==> src/rtl/i2cw_pkg.sv <==
package i2cw_pkg;

    localparam int DATA_W = 7;
    localparam int BYTE_W = DATA_W + 1;
    localparam int CNT_W  = $clog2(BYTE_W + 1);

    typedef enum logic [2:0] {
        RX_IDLE,
        RX_ADDR,
        RX_AACK,
        RX_DATA,
        RX_DACK,
        RX_SKIP
    } rx_state_t;

    typedef struct packed {
        logic start;
        logic stop;
        logic rise;
        logic fall;
        logic sda;
    } bus_evt_t;

    typedef struct packed {
        logic              valid;
        logic              to_chan;
        logic [DATA_W-1:0] payload;
    } wr_req_t;

    function automatic logic addr_hit(input logic [BYTE_W-1:0] b,
                                      input logic [DATA_W-1:0] dev);
        return b == {dev, 1'b0};
    endfunction

    function automatic wr_req_t make_req(input logic [BYTE_W-1:0] b);
        wr_req_t r;
        r.valid   = 1'b1;
        r.to_chan = b[BYTE_W-1];
        r.payload = b[DATA_W-1:0];
        return r;
    endfunction

endpackage

==> src/rtl/i2cw_sync.sv <==
module i2cw_sync #(
    parameter int W      = 2,
    parameter int STAGES = 2
) (
    input  logic         clk,
    input  logic         rst,
    input  logic [W-1:0] d,
    output logic [W-1:0] q
);
    logic [W-1:0] pipe [STAGES];

    always_ff @(posedge clk) begin
        if (rst) pipe[0] <= '1;
        else     pipe[0] <= d;
    end

    for (genvar i = 1; i < STAGES; i++) begin : g_stage
        always_ff @(posedge clk) begin
            if (rst) pipe[i] <= '1;
            else     pipe[i] <= pipe[i-1];
        end
    end

    assign q = pipe[STAGES-1];
endmodule

==> src/rtl/i2cw_events.sv <==
module i2cw_events
    import i2cw_pkg::*;
(
    input  logic     clk,
    input  logic     rst,
    input  logic     scl_s,
    input  logic     sda_s,
    output bus_evt_t ev
);
    logic scl_d, sda_d;

    always_ff @(posedge clk) begin
        if (rst) begin
            scl_d <= 1'b1;
            sda_d <= 1'b1;
        end else begin
            scl_d <= scl_s;
            sda_d <= sda_s;
        end
    end

    always_comb begin
        ev.start = scl_s & scl_d & sda_d & ~sda_s;
        ev.stop  = scl_s & scl_d & ~sda_d & sda_s;
        ev.rise  = scl_s & ~scl_d;
        ev.fall  = ~scl_s & scl_d;
        ev.sda   = sda_s;
    end
endmodule

==> src/rtl/i2cw_frame.sv <==
module i2cw_frame
    import i2cw_pkg::*;
#(
    parameter logic [DATA_W-1:0] DEV_ADDR = 7'h60
) (
    input  logic     clk,
    input  logic     rst,
    input  bus_evt_t ev,
    output logic     ack_oe,
    output wr_req_t  req
);
    rx_state_t         st;
    logic [CNT_W-1:0]  cnt;
    logic [BYTE_W-1:0] sh;

    always_ff @(posedge clk) begin
        if (rst) begin
            st     <= RX_IDLE;
            cnt    <= '0;
            sh     <= '0;
            ack_oe <= 1'b0;
            req    <= '0;
        end else begin
            req <= '0;
            if (ev.stop) begin
                st     <= RX_IDLE;
                ack_oe <= 1'b0;
            end else if (ev.start) begin
                st     <= RX_ADDR;
                cnt    <= '0;
                ack_oe <= 1'b0;
            end else begin
                case (st)
                    RX_ADDR, RX_DATA: begin
                        if (ev.rise && cnt != CNT_W'(BYTE_W)) begin
                            sh  <= {sh[BYTE_W-2:0], ev.sda};
                            cnt <= cnt + 1'b1;
                        end else if (ev.fall && cnt == CNT_W'(BYTE_W)) begin
                            cnt <= '0;
                            if (st == RX_ADDR) begin
                                if (addr_hit(sh, DEV_ADDR)) begin
                                    ack_oe <= 1'b1;
                                    st     <= RX_AACK;
                                end else begin
                                    st <= RX_SKIP;
                                end
                            end else begin
                                req    <= make_req(sh);
                                ack_oe <= 1'b1;
                                st     <= RX_DACK;
                            end
                        end
                    end
                    RX_AACK, RX_DACK: begin
                        if (ev.fall) begin
                            ack_oe <= 1'b0;
                            st     <= RX_DATA;
                        end
                    end
                    default: ;
                endcase
            end
        end
    end
endmodule

==> src/rtl/i2cw_ctrl_rx.sv <==
module i2cw_ctrl_rx
    import i2cw_pkg::*;
#(
    parameter logic [DATA_W-1:0] DEV_ADDR    = 7'h60,
    parameter int                SYNC_STAGES = 2
) (
    input  logic              clk,
    input  logic              rst,
    input  logic              scl_i,
    input  logic              sda_i,
    output logic              sda_oe,
    output logic [DATA_W-1:0] chan_q,
    output logic              chan_wr,
    output logic [DATA_W-1:0] cfg_q,
    output logic              cfg_wr
);
    localparam int NREG = 2;

    logic [1:0] pins_s;
    bus_evt_t   ev;
    wr_req_t    req;

    logic [DATA_W-1:0] regs [NREG];
    logic [NREG-1:0]   wr;

    i2cw_sync #(.W(2), .STAGES(SYNC_STAGES)) u_sync (
        .clk (clk),
        .rst (rst),
        .d   ({scl_i, sda_i}),
        .q   (pins_s)
    );

    i2cw_events u_evt (
        .clk   (clk),
        .rst   (rst),
        .scl_s (pins_s[1]),
        .sda_s (pins_s[0]),
        .ev    (ev)
    );

    i2cw_frame #(.DEV_ADDR(DEV_ADDR)) u_frame (
        .clk    (clk),
        .rst    (rst),
        .ev     (ev),
        .ack_oe (sda_oe),
        .req    (req)
    );

    // index 0: channel word (flag 1), index 1: configuration word (flag 0)
    for (genvar g = 0; g < NREG; g++) begin : g_reg
        logic hit;
        assign hit = req.valid & (req.to_chan == (g == 0));
        always_ff @(posedge clk) begin
            if (rst) begin
                regs[g] <= '0;
                wr[g]   <= 1'b0;
            end else begin
                wr[g] <= hit;
                if (hit) regs[g] <= req.payload;
            end
        end
    end

    assign chan_q  = regs[0];
    assign cfg_q   = regs[1];
    assign chan_wr = wr[0];
    assign cfg_wr  = wr[1];
endmodule

==> config.mk <==
export PLATFORM = sky130hd
export DESIGN_NAME = i2cw_ctrl_rx
export DESIGN_NICKNAME = d
export VERILOG_FILES = /design/src/rtl/i2cw_pkg.sv /design/src/rtl/i2cw_sync.sv /design/src/rtl/i2cw_events.sv /design/src/rtl/i2cw_frame.sv /design/src/rtl/i2cw_ctrl_rx.sv
export SDC_FILE = /design/constraint.sdc
export NUM_CORES = 1
export LEC_CHECK = 0
export CAP_MARGIN = 5
export CORE_ASPECT_RATIO = 1.2
export CORE_MARGIN = 2
export CORE_UTILIZATION = 49
export DETAILED_ROUTE_END_ITERATION = 10
export HOLD_SLACK_MARGIN = 0.12
export PLACE_DENSITY = 0.74
export SLEW_MARGIN = 20
export SYNTH_ARGS = -nofsm -noshare
export SYNTH_HDL_FRONTEND = slang
export SYNTH_SLANG_ARGS = --single-unit
==> constraint.sdc <==
create_clock -name clk -period 1.9 [get_ports clk]
set_clock_uncertainty 0.2 [all_clocks]
set_input_delay 0.38 -clock clk [delete_from_list [all_inputs] [get_ports clk]]
set_output_delay 0.38 -clock clk [all_outputs]
set_load 0.01 [all_outputs]
==> run metrics <==
status=finished, final reports clean; First-pass DRT Iterations=4; Final Hold Viols=0; worst vdd ir=0.527 mV; Skew-Pair Late Insertion Delay=300 ps; Std-Cell Rows=24; Final nets=199; Tmin final=1830 ps; total number of vias=1,202; H-tree levels=2; worst-case clock buffer depth=2; YS warnings=0; Rel. slew slack=76.1%; Most used DFF post-synth=dfxtp_1; combinational power share=5.0%; Hold Path Stages=1; CTS clk-pin slew, worst paths=80 ps; post-route ant nets=0; post-DR wirelength/cell=11.3 um; Cell Area, Synth=1850 um2; vias in the first global route=1,119; hpwl dp=2070 um; buffer count from post-CTS setup fixing=0; most frequent cells after synthesis=33 x dfxtp_1, 22 x and2_1, 14 x edfxtp_1, 14 x nor2_1, 9 x mux2i_1; Yosys top cell area share=35.8%; remaining routing DRC violations=0; syn nets=169; Placer Congestion=0.800; largest net degree at the start of global routing=16; Slowest-stage cell, CP=or4b_2; Die X=60.0 um; DP Cell Count=238; leakage power=0.877 nW; switching part of the total=20.9%; min-delay src=u_sync.pipe[0][0]; Cell Int Power=1.40 mW; synth-to-layout area growth=20.7%; flop2flop setup slack=70 ps; CTS tree=done; IO buf count=20; hold path endpoint=u_sync.pipe[1][0]; max-slew violations=0; sequential power share=60.0%; clock root cell=clkbuf_8; Max-Cap Viols=0; Non-Filler Instances=246; RSZ-0062 raised after global routing=yes; Syn Inst Count=163; CORE AREA=3630 um2; first-pass GRT wire length=4650 um; Req. time, crit path=1940 ps; worst-path fanout max=4; EDFF count, synth=14; r2r endpoint=u_frame.cnt[2]; # setup viols final=0; largest area contributor in the netlist=dfxtp_1; power per cell area=794 nW/um2; initial antenna violation count=0; Initial DRC Count=23; R2R depth=6; final worst-path cycle share=96.5%; ANT cells=0; CTS buffer count=5; Critical Path Sink Type=flip-flop; total grt overflow=0; ys async rst share=0%; Clock Sinks=47; NetSw=370 uW; startpoint types=flip-flop; sum of negative setup slack=0 ps; synthesized flop and latch total=47; crit path cell chain=inv_1, ha_1, nand3b_1, o21ai_1, or4b_2, nand3_1; syn avg cell area=11.3 um2; post-route setup slack=66.5 ps; Initial Utilization=50.8%; gr usage total=14.6%; Worst Path Arrival=1880 ps; Max Clk Rate=0.545 GHz; layout cells sized above 1=13.9%; Ports=21; RR Startpoint=u_frame.cnt[0]; sequential cell area fraction in the yosys report=58.5%; worst hold path class=flip-flop to flip-flop; Post-Place Setup Slack=-4.07 ps; Detailed Route WL=2770 um; Tightest Pin Transition=358 ps; clock power share=35.0%; chip height=71.3 um; Die Footprint=4280 um2; synth unique cells=40; ranking of synthesized cells by area=dfxtp_1 36%, edfxtp_1 23%, and2_1 7.5%; most frequent cell after synthesis=dfxtp_1; slowest stage delay, CP=610 ps; DR vias/cell=4.89; critical path class=flip-flop to flip-flop
==> per-stage QoR <==
| stage | utilization (%) | hold WS (ps) | cell area [um2] | total power, mW |
|---|---|---|---|---|
| after floorplan | - | 189 | 1850 | 1.13 |
| after global placement | 58.6 | 198 | 2130 | 1.17 |
| after detailed placement | 58.6 | 205 | 2130 | 1.17 |
| after CTS | 61.3 | 223 | 2230 | 1.79 |
| after global routing | 61.4 | 234 | 2230 | 1.85 |
| final | 61.4 | 216 | 2230 | 1.77 |
==> state kept, by name (all words and copies together) (netlist names), 3 cells and up <==
name and flops:
u_frame.cnt 4, regs 14, u_frame.req 9, u_frame.sh 8
u_frame.st 3, u_sync.pipe 4
==> kinds of logic (layout without fill, tap and decap cells) <==
group                      Yosys count  after routing  share of synthesized area, %
adders and majority gates            2              2                          1.35
DFF                                 47             47                          58.5
buffers and inverters               10             41                          3.46
muxes                                9              9                          4.88
AOI/OAI and AO/OA                   16             16                          5.56
xor gates and xnor gates             3              3                          1.42
and+or+nand+nor                     76             76                          24.8
==> power by group through the flow <==
stage	registers (mW)	clock network, mW	logic [mW]
5_1_grt	1.06	0.685	0.0974
3_3_place_gp	1.08	0	0.0883
2_1_floorplan	1.09	0	0.0354
3_5_place_dp	1.09	0	0.0891
6_report	1.06	0.620	0.0884
4_1_cts	1.06	0.643	0.0894
==> how the worst max path moves through the flow <==
stage	startpoint	to	slack (ps)	depth (start not counted)
after CTS	u_frame.cnt[0]	u_frame.cnt[2]	6	6
after detailed placement	rst	u_frame.req[6]	-4	5
after global routing	u_frame.cnt[0]	u_frame.cnt[2]	-8	6
after global placement	rst	u_frame.ack_oe	10	5
after floorplan	u_frame.cnt[0]	u_frame.cnt[2]	140	6
final	u_frame.cnt[0]	u_frame.cnt[2]	70	6
==> routing by layer <==
metal	vias up	wire length [um]	GRT usage [%]
met2	22	1380	22.6
met1	552	1190	17.0
met5	-	0	0
met4	0	75	8.15
met3	8	130	5.96
li1	620	-	-
==> repair_timing <==
item	4_1_cts	5_1_grt
hold buffers	0	0
endpoints found under the setup margin	0	7
resized for setup	0	3
==> area by class of cell <==
| type | instances | area, um2 |
|---|---|---|
| Fill cell | 317 | 1400 |
| Sequential cell | 47 | 1080 |
| Multi-Input combinational cell | 106 | 704 |
| Timing Repair Buffer | 29 | 268 |
| Clock buffer | 7 | 86.3 |
| Tap cell | 52 | 65.1 |
| Inverter | 4 | 15.0 |
| Clock inverter | 1 | 8.76 |
==> critical path: cells and delay by family (launching register included) <==
family	cells	cell delay, ps
flops	1	350
fa+ha+maj	1	200
simple gates	3	840
buf+inv	1	70
compound gates	1	130
==> layout by cell type, fill, tap and decap left out, types with 2 or more instances in the layout <==
cell type        netlist  layout
a211oi_1               2       2
xnor2_1                2       2
o21bai_1               2       2
ha_1                   2       2
and2_1                22      22
edfxtp_1              14      14
or2_2                  6       6
dfxtp_1               33      32
nand2_1                7       7
nor2_1                14      14
clkdlybuf4s50_1        0      20
inv_1                  4       4
mux2i_1                9       9
nand3b_1               2       2
nand3_1                4       4
a21oi_1                6       6
clkbuf_8               0       6
buf_4                  1       9
nand2b_1               5       5
nor4_1                 2       2
No activity file was read; power rests on OpenSTA's default activity.
